**config.mk**
```make
export PLATFORM = sky130hd
export DESIGN_NAME = gdc_gate_ctrl
export DESIGN_NICKNAME = d
export VERILOG_FILES = /design/src/rtl/gdc_pkg.sv /design/src/rtl/gdc_sync.sv /design/src/rtl/gdc_blank.sv /design/src/rtl/gdc_seq.sv /design/src/rtl/gdc_gate_ctrl.sv
export SDC_FILE = /design/constraint.sdc
export NUM_CORES = 1
export LEC_CHECK = 0
export BUFFER_PORTS_ARGS = -buffer_cell sky130_fd_sc_hd__buf_2
export CAP_MARGIN = 20
export CORE_AREA = 2 2 39 41
export CTS_CLUSTER_SIZE = 20
export DETAILED_ROUTE_END_ITERATION = 7
export DIE_AREA = 0 0 41 43
export PLACE_DENSITY = 0.55
export SLEW_MARGIN = 20
export SYNTH_ARGS = -nofsm -noshare
export SYNTH_HDL_FRONTEND = slang
export SYNTH_SLANG_ARGS = --single-unit
```
**constraint.sdc**
```tcl
create_clock -name clk -period 5.16 [get_ports clk]
set_input_delay 0.516 -clock clk [delete_from_list [all_inputs] [get_ports clk]]
set_output_delay 0.516 -clock clk [all_outputs]
set_load 0.02 [all_outputs]
```
**src/rtl/gdc_pkg.sv**
```systemverilog
package gdc_pkg;
   typedef enum logic [1:0] {
      GS_OFF = 2'd0,
      GS_HS  = 2'd1,
      GS_LS  = 2'd2
   } gdc_state_e;

   localparam int GDC_NFLAGS = 3;
   localparam int GDC_F_HS   = 0;
   localparam int GDC_F_LS   = 1;
   localparam int GDC_F_PN   = 2;
endpackage

```
**src/rtl/gdc_sync.sv**
```systemverilog
module gdc_sync #(
   parameter int STAGES = 2,
   parameter int WIDTH  = 1
) (
   input  logic             clk,
   input  logic             rst_n,
   input  logic [WIDTH-1:0] d,
   output logic [WIDTH-1:0] q
);
   generate
      if (STAGES == 0) begin : g_bypass
         assign q = d;
      end else begin : g_chain
         logic [WIDTH-1:0] sh [STAGES];
         always_ff @(posedge clk or negedge rst_n) begin
            if (!rst_n) begin
               for (int i = 0; i < STAGES; i++) sh[i] <= '0;
            end else begin
               sh[0] <= d;
               for (int i = 1; i < STAGES; i++) sh[i] <= sh[i-1];
            end
         end
         assign q = sh[STAGES-1];
      end
   endgenerate
endmodule

```
**src/rtl/gdc_blank.sv**
```systemverilog
module gdc_blank (
   input  logic clk,
   input  logic rst_n,
   input  logic prebias_en,
   input  logic ls_on,
   input  logic pn_s,
   input  logic tick,
   output logic blank
);
   always_ff @(posedge clk or negedge rst_n) begin
      if (!rst_n)                blank <= 1'b0;
      else if (!prebias_en)      blank <= 1'b0;
      else if (tick)             blank <= 1'b0;
      else if (ls_on && pn_s)    blank <= 1'b1;
   end


   blank_hold_chk: assert property (@(posedge clk) disable iff (!rst_n)
      (blank && prebias_en && !tick) |=> blank);
endmodule

```
**src/rtl/gdc_seq.sv**
```systemverilog
module gdc_seq
   import gdc_pkg::*;
#(
   parameter int DEAD_MIN = 2
) (
   input  logic clk,
   input  logic rst_n,
   input  logic pwm_in,
   input  logic force_ls,
   input  logic hiz_req,
   input  logic prebias_en,
   input  logic blank,
   input  logic hs_low_s,
   input  logic ls_low_s,
   input  logic pn_s,
   output logic hs_en,
   output logic ls_en,
   output logic hiz_o
);
   localparam int CW = (DEAD_MIN > 1) ? $clog2(DEAD_MIN) : 1;
   localparam logic [CW-1:0] CNT_TOP = CW'(DEAD_MIN - 1);

   gdc_state_e       state_q, state_d;
   logic [CW-1:0]    cnt_q, cnt_d;
   logic             want_hs, want_ls, ls_block, dead_ok;

   assign want_hs  = !hiz_req && !force_ls && pwm_in;
   assign ls_block = prebias_en && !force_ls && (blank || pn_s);
   assign want_ls  = !hiz_req && (force_ls || !pwm_in) && !ls_block;
   assign dead_ok  = (cnt_q >= CNT_TOP);

   always_comb begin
      state_d = state_q;
      cnt_d   = cnt_q;
      unique case (state_q)
         GS_HS: if (!want_hs) begin
            state_d = GS_OFF;
            cnt_d   = '0;
         end
         GS_LS: if (!want_ls) begin
            state_d = GS_OFF;
            cnt_d   = '0;
         end
         default: begin
            if (dead_ok && want_hs && ls_low_s)      state_d = GS_HS;
            else if (dead_ok && want_ls && hs_low_s) state_d = GS_LS;
            else if (!dead_ok)                       cnt_d   = cnt_q + 1'b1;
         end
      endcase
   end

   always_ff @(posedge clk or negedge rst_n) begin
      if (!rst_n) begin
         state_q <= GS_OFF;
         cnt_q   <= '0;
         hiz_o   <= 1'b0;
      end else begin
         state_q <= state_d;
         cnt_q   <= cnt_d;
         hiz_o   <= hiz_req;
      end
   end

   assign hs_en = (state_q == GS_HS);
   assign ls_en = (state_q == GS_LS);


   ls_flag_chk: assert property (@(posedge clk) disable iff (!rst_n)
      $rose(ls_en) |-> $past(hs_low_s));

   hs_flag_chk: assert property (@(posedge clk) disable iff (!rst_n)
      $rose(hs_en) |-> $past(ls_low_s));

   hs_gap_chk: assert property (@(posedge clk) disable iff (!rst_n)
      $rose(hs_en) |-> $past(!ls_en));

   ls_gap_chk: assert property (@(posedge clk) disable iff (!rst_n)
      $rose(ls_en) |-> $past(!hs_en));

   pn_cut_chk: assert property (@(posedge clk) disable iff (!rst_n)
      (ls_en && prebias_en && pn_s && !force_ls) |=> !ls_en);

   blank_rise_chk: assert property (@(posedge clk) disable iff (!rst_n)
      $rose(ls_en) |-> !$past(blank && prebias_en && !force_ls));

   hiz_chk: assert property (@(posedge clk) disable iff (!rst_n)
      hiz_req |=> (!hs_en && !ls_en && hiz_o));

   force_chk: assert property (@(posedge clk) disable iff (!rst_n)
      force_ls |=> !hs_en);

   pwm_off_chk: assert property (@(posedge clk) disable iff (!rst_n)
      (hs_en && !pwm_in) |=> !hs_en);
endmodule

```
**src/rtl/gdc_gate_ctrl.sv**
```systemverilog
module gdc_gate_ctrl
   import gdc_pkg::*;
#(
   parameter int SYNC_STAGES = 2,
   parameter int DEAD_MIN    = 2
) (
   input  logic clk,
   input  logic rst_n,
   input  logic pwm_in,
   input  logic hs_vgs_low,
   input  logic ls_vgs_low,
   input  logic phase_neg,
   input  logic prebias_en,
   input  logic force_ls,
   input  logic hiz_req,
   input  logic cycle_tick,
   output logic hs_en,
   output logic ls_en,
   output logic hiz_o
);
   initial begin
      assert (SYNC_STAGES >= 0 && SYNC_STAGES <= 4)
         else $error("SYNC_STAGES out of range");
      assert (DEAD_MIN >= 1 && DEAD_MIN <= 1024)
         else $error("DEAD_MIN out of range");
   end

   logic [GDC_NFLAGS-1:0] raw_f, syn_f;
   logic                  blank;

   assign raw_f[GDC_F_HS] = hs_vgs_low;
   assign raw_f[GDC_F_LS] = ls_vgs_low;
   assign raw_f[GDC_F_PN] = phase_neg;

   gdc_sync #(.STAGES(SYNC_STAGES), .WIDTH(GDC_NFLAGS)) u_sync (
      .clk(clk), .rst_n(rst_n), .d(raw_f), .q(syn_f)
   );

   gdc_blank u_blank (
      .clk(clk), .rst_n(rst_n), .prebias_en(prebias_en), .ls_on(ls_en),
      .pn_s(syn_f[GDC_F_PN]), .tick(cycle_tick), .blank(blank)
   );

   gdc_seq #(.DEAD_MIN(DEAD_MIN)) u_seq (
      .clk(clk), .rst_n(rst_n), .pwm_in(pwm_in), .force_ls(force_ls),
      .hiz_req(hiz_req), .prebias_en(prebias_en), .blank(blank),
      .hs_low_s(syn_f[GDC_F_HS]), .ls_low_s(syn_f[GDC_F_LS]),
      .pn_s(syn_f[GDC_F_PN]), .hs_en(hs_en), .ls_en(ls_en), .hiz_o(hiz_o)
   );


   no_overlap_chk: assert property (@(posedge clk) disable iff (!rst_n)
      !(hs_en && ls_en));
endmodule

```
==> Word level (Yosys, flattened, before mapping) <==
Index checks and enable logic that the tools add are counted.
{ "classes": {"mux": 14, "n_eq_ne": 8, "reduce_logical": 20, "add_sub_neg": 1, "n_lt_le_gt_ge": 1} }
{ "op_table": {"columns": ["operator", "n"], "rows": [
  ["$logic_and 1x1->1", 11],
  ["$ne 3x3->1 const B", 3],
  ["$mux 1", 8],
  ["$mux 2", 4],
  ["$reduce_and 5->1", 1],
  ["$logic_not 1->1", 4],
  ["$ne 2x2->1 const B", 2],
  ["$pmux 2 s2", 1],
  ["$reduce_bool 4->1", 1],
  ["$ne 3x1->1 const B", 1],
  ["$reduce_and 3->1", 1],
  ["$eq 2x1->1 const B", 1],
  ["$eq 2x2->1 const B", 1],
  ["$logic_or 1x1->1", 2],
  ["$pmux 1 s2", 1],
  ["$add 1x1->1 const B", 1],
  ["$ge 1x1->1 const B", 1]
]} }
{ "word_totals": {"ff_bits": 11, "word_cells": 50, "out_inout_bits": 3, "input_bits": 10} }

==> Depth between registers and ports, before layout <==
{ "logic_depth": {"word_depth": 10, "depth_mapped": 6, "ltp_nobuf": 6} }

==> Cells and area by module <==
Synthesis repeated with hierarchy kept, for this count alone.
{ "unflattened": {"hier_cells": 37, "hier_area_um2": 490.5} }
{ "modules_own_cells": {"columns": ["mod", "n_inst", "cells_each", "area_per_inst_um2"], "rows": [
  ["gdc_seq", 1, 25, 275.3],
  ["gdc_sync", 1, 9, 172.7],
  ["gdc_blank", 1, 3, 42.5]
]} }

==> Worst setup path before layout <==
No wires, ideal clock.
{ "synth_timing": {"path_type": "register to register", "startpoint": "reg u_seq.state_q[0]", "endpoint": "reg u_seq.cnt_q", "arrival_time_ns": 1.662, "stages_incl_launch_ff": 6, "t_required_ns": 5.035, "n_path_buf": 0, "path_slack_ns": 3.373, "cell_sequence": "dfrtp_1 -> inv_1 -> ha_1 -> or3b_1 -> o211a_4 -> mux2_4"} }
{ "synth_between": {"elab_chain_cells": 3, "elab_cells_between_ends": 9} }
{ "synth_rtl": {"columns": ["item", "line_no", "text"], "rows": [
  ["from (decl)", "gdc_seq.sv:23", "gdc_state_e state_q, state_d;"],
  ["from (signal assigned)", "gdc_seq.sv:58", "state_q <= state_d;"],
  ["$eq 2x2->1 (*)", null, null],
  ["named net ls_en", "gdc_gate_ctrl.sv:18", "output logic ls_en,"],
  ["$ne 3x3->1 (no line) / $ne 2x2->1 (equally long branches)", null, null],
  ["$reduce_and 5->1 (no line)", null, null],
  ["to (signal assigned)", "gdc_seq.sv:59", "cnt_q <= cnt_d;"],
  ["to (decl)", "gdc_seq.sv:24", "logic [CW-1:0] cnt_q, cnt_d;"]
]} }
Mark *: on every way through the listed nets, which the timed path passes. The rest lies on a longest branch.
A chain may end at the register's enable or synchronous reset.

==> Worst setup path after layout <==
{ "layout_timing": {"startpoint": "reg u_seq.state_q[0]", "endpoint": "reg u_seq.cnt_q"} }
{ "layout_between": {"elab_chain_cells": 3, "elab_cells_between_ends": 9} }
{ "layout_rtl": {"columns": ["item", "line_no", "text"], "rows": [
  ["$eq 2x1->1 / $eq 2x2->1 (equally long branches)", "gdc_seq.sv:35", "unique case (state_q)"],
  ["$ne 3x3->1 (no line) / $ne 2x2->1 (equally long branches)", null, null],
  ["$reduce_and 5->1 (no line)", null, null]
]} }
Parallel ways exist; a longest one is shown, timed or not.

==> results by stage <==
Worst setup path:
- STA classifies the critical path endpoint as a register.
- Of all nets on the critical path, the largest fanout is 5.
- The critical path is of the reg2reg type.
- The signal on the critical path passes through inv_1 > ha_1 > or3b_1 > o211a_4 > mux2_4.
- For the worst setup path, the data required time is ~5.3 ns.
- The largest individual stage delay along the critical path comes from the cell dfrtp_1.
- The largest single stage delay on the critical path is 0.38 ns.
- The type of origin of the critical path is a register.
- STA puts the critical path data arrival time at 1.90 ns.

Global routing:
- The met1 global-route usage is 13.7%.
- The first-pass GRT wire length is 1.50 mm.
- Global routing finished with a remaining overflow of 0.
- Entering global routing, the biggest net connects 12 pins.
- After global routing, the most crowded layer is met2.
- The global-route met3 utilization is approximately 1.6%.
- The number of global-route vias before repair is just under 400.
- The initial antenna violation count is 0.
- The total routing usage reported by global routing is around an eighth.
- The met2 track demand over resource is between 20% and 30%.

Floorplan:
- The initial standard-cell utilization of the core is around a third.
- The number of placed I/O pins is 13.
- The total area inside the core boundary comes to between 1000 and 1500 um^2.
- The die is a little over 40 um wide.
- The area of the die is about 1800 um^2.
- From bottom edge to top edge, the die measures 43 um.
- The count of standard-cell rows is 14.

Timing:
- The final setup violation count is 0.
- For this run, the top clock speed supported by timing is approximately 0.57 GHz.
- Hold is met by 0.101 ns.
- The clock arrives with 0.00448 ns of skew.
- The setup slack of the critical path after layout is 3.41 ns.
- The post-route fraction of the period consumed by the critical path is between 30% and 40%.
- The total negative slack for setup checks is 0 ns.
- The number of max-slew violations in the final report came to 0.
- Setup repair after global routing left no endpoint under its margin.
- The smallest clock period supported by the final layout is computed as around 1.8 ns.
- The worst-case headroom to the max-slew limit is 84.7%.
- For the pin with the worst max-slew slack, the measured transition is around 0.23 ns.
- The count of endpoints failing hold in the final timing report came to 0.

Pwr:
- IR analysis of the VDD net gives a maximum drop of about 0.00021 V.
- Power comes to roughly 260 uW.
- Summed over all cells, the static leakage comes to about 0.00026 uW.
- The cell area power density is roughly 450 nW/um^2.

Finish:
- Leaving out fill and tap cells, the most frequent cells in the layout are buf_2 (12), dfrtp_1 (11), inv_1 (3), clkbuf_4 (3).
- After filler insertion, the fill cell instance count of the layout stands at 134.
- The final instance area is approximately 560 um^2.
- Of the cells placed in the final design, the portion with a size suffix greater than 1 is ~37%.
- The count of inserted antenna diode cells is 0.
- The library cell used most frequently in the layout, excluding fill and tap cells, is buf_2.
- Across the whole layout, storage elements account for between 200 and 300 um^2.
- After the last flow step, the layout net total stands at 62.
- The multi-input combinational cells in the finished layout cover a total of ~170 um^2.
- Compared with the post-synthesis result, the final layout area differs by 23.6%.

Clock tree:
- The clock reaches the later pin of the worst-skew pair after around 0.26 ns.
- After clock tree synthesis, the clock-pin slew on the worst setup and hold paths is about 0.070 ns.
- The clock passes through at most 2 buffers.
- The H-tree level count is 1.
- The tree is rooted in a clkbuf_4.
- After clock tree synthesis, the setup repair step added 0 buffers.
- The number of buffers added by the clock tree synthesis step is 3.
- The clock sink count is 11.
- The total of cells resized after clock tree synthesis is 0.
- The number of hold buffers added after CTS is 0.
- TritonCTS built the clock tree.

Synth:
- For this run, the register share of the synthesized area comes to between 60% and 70%.
- The cell count after synthesis came out at 33.
- The synthesized area is around 460 um^2.
- During synthesis, Yosys emitted a total of 0 warnings.
- In this run, synthesis produced a sequential element count of 11.
- After synthesis, the netlist uses 19 different library cells.
- Averaged over all synthesized cells, the footprint is between 10 and 15 um^2.
- The net count of the mapped netlist is 45.

Placement:
- After legalization and detailed placement, the total HPWL measured 687 um.
- At the placement stage, the worst setup path has a slack of 3.42 ns.
- The global placer's final weighted congestion is between 0.6 and 0.7.
- The area after detailed placement is ~540 um^2.
- The number of input and output port buffers inserted is 12.

Route:
- Using the TritonRoute via totals, the vias-per-cell ratio works out to 4.97.
- The remaining antenna violation count after routing is 0.
- The first detailed-routing pass ran for 2 iterations.
- The post-route DRC violation count is 0.
- The detailed router's first-iteration violation count is 5.
- Wires add up to between 800 and 900 um.
- The routed layout has 323 vias.
- The routed length per placed instance is between 10 and 15 um.

Min path:
- In this run the worst hold path is classified as in2async.

Status:
- The flow ran to the end, and the final reports show no timing, DRC or antenna violations.

Job:
- The max-cap check violation count is 0.
==> flip-flops by register name, indices dropped and copies added (netlist names) <==
name,cells
u_seq.hiz_o,1
u_sync.q,3
u_seq.cnt_q,1
u_blank.blank,1
u_seq.state_q,2
u_sync.g_chain.sh,3
==> per-stage QoR <==
stage | util [%] | instances
after global placement | 38.8 | 61
after CTS | 40.8 | 65
after floorplan | - | 33
final | 40.8 | 65
after global routing | 40.8 | 65
after detailed placement | 38.8 | 61
==> synth_stat cells <==
cell / number / area share [%]
a21oi_1: 2 / 2.2
a311o_1: 1 / 2.2
a41oi_1: 1 / 1.9
dfrtp_1: 11 / 60
ha_1: 2 / 5.5
inv_1: 3 / 2.5
mux2_4: 1 / 3.3
nand3_1: 1 / 1.1
nand3b_1: 1 / 1.6
nand4bb_1: 1 / 2.5
nor2b_1: 1 / 1.4
nor3b_1: 1 / 1.6
o211a_4: 1 / 3.8
o211ai_1: 1 / 1.6
o21a_1: 1 / 1.6
o21ai_0: 1 / 1.1
o21bai_1: 1 / 1.6
or3b_1: 1 / 1.9
or4b_1: 1 / 2.2
==> layout make-up <==
type / instances / share of cell area, %
clock buffer: 3 / 3.99
sequential: 11 / 48.8
tap: 16 / 3.55
inverter: 3 / 2.00
clock inverter: 1 / 0.887
multi-input combinational: 19 / 30.2
timing repair buffer: 12 / 10.6
==> cell families (layout without fill, tap and decap cells) <==
kind of cell             after synthesis  after routing  synth area share [%]
AO/OA/AOI/OAI                          9              9                  16.2
adder cells (fa/ha/maj)                2              2                  5.48
buffers and inverters                  3             19                  2.47
flip-flops                            11             11                  60.3
multiplexers                           1              1                  3.29
AND/OR/NAND/NOR                        7              7                  12.3
==> report_power, final <==
group / total (uW) / internal [uW] / switching [uW]
combinational: 91.6 / 42.7 / 49.0
sequential: 108 / 100 / 7.53
clock: 55.8 / 28.6 / 27.2
total: 255 / 172 / 83.7
==> path summary, 6_finish.rpt <==
| check | from | to | slack, ns | cells after the start |
|---|---|---|---|---|
| max in group asynchronous | rst_n | u_seq.cnt_q | 4.86 | 1 |
| worst min register to register | u_sync.g_chain.sh[3] | u_sync.q[0] | 0.35 | 0 |
| worst min-delay path | rst_n | u_sync.g_chain.sh[5] | 0.10 | 1 |
| worst max-delay path | u_seq.state_q[0] | u_seq.cnt_q | 3.41 | 5 |
| worst max register to register | u_seq.state_q[0] | u_seq.cnt_q | 3.41 | 5 |
| min in group clk | u_sync.g_chain.sh[3] | u_sync.q[0] | 0.35 | 0 |
==> worst max-delay path, delay by kind of cell (launching register included) <==
family | cells | cell delay, ns
AOI/OAI and AO/OA | 1 | 0.26
adders and majority gates | 1 | 0.22
buffers and inverters | 1 | 0.11
DFF | 1 | 0.38
muxes | 1 | 0.29
and+or+nand+nor | 1 | 0.37
==> layer usage <==
metal  vias up  wire length [um]
li1        154                 -
met1       158               339
met2         9               450
met3         2                51
met4         0                 8
met5         -                 0
No activity file was read; power rests on OpenSTA's default activity.
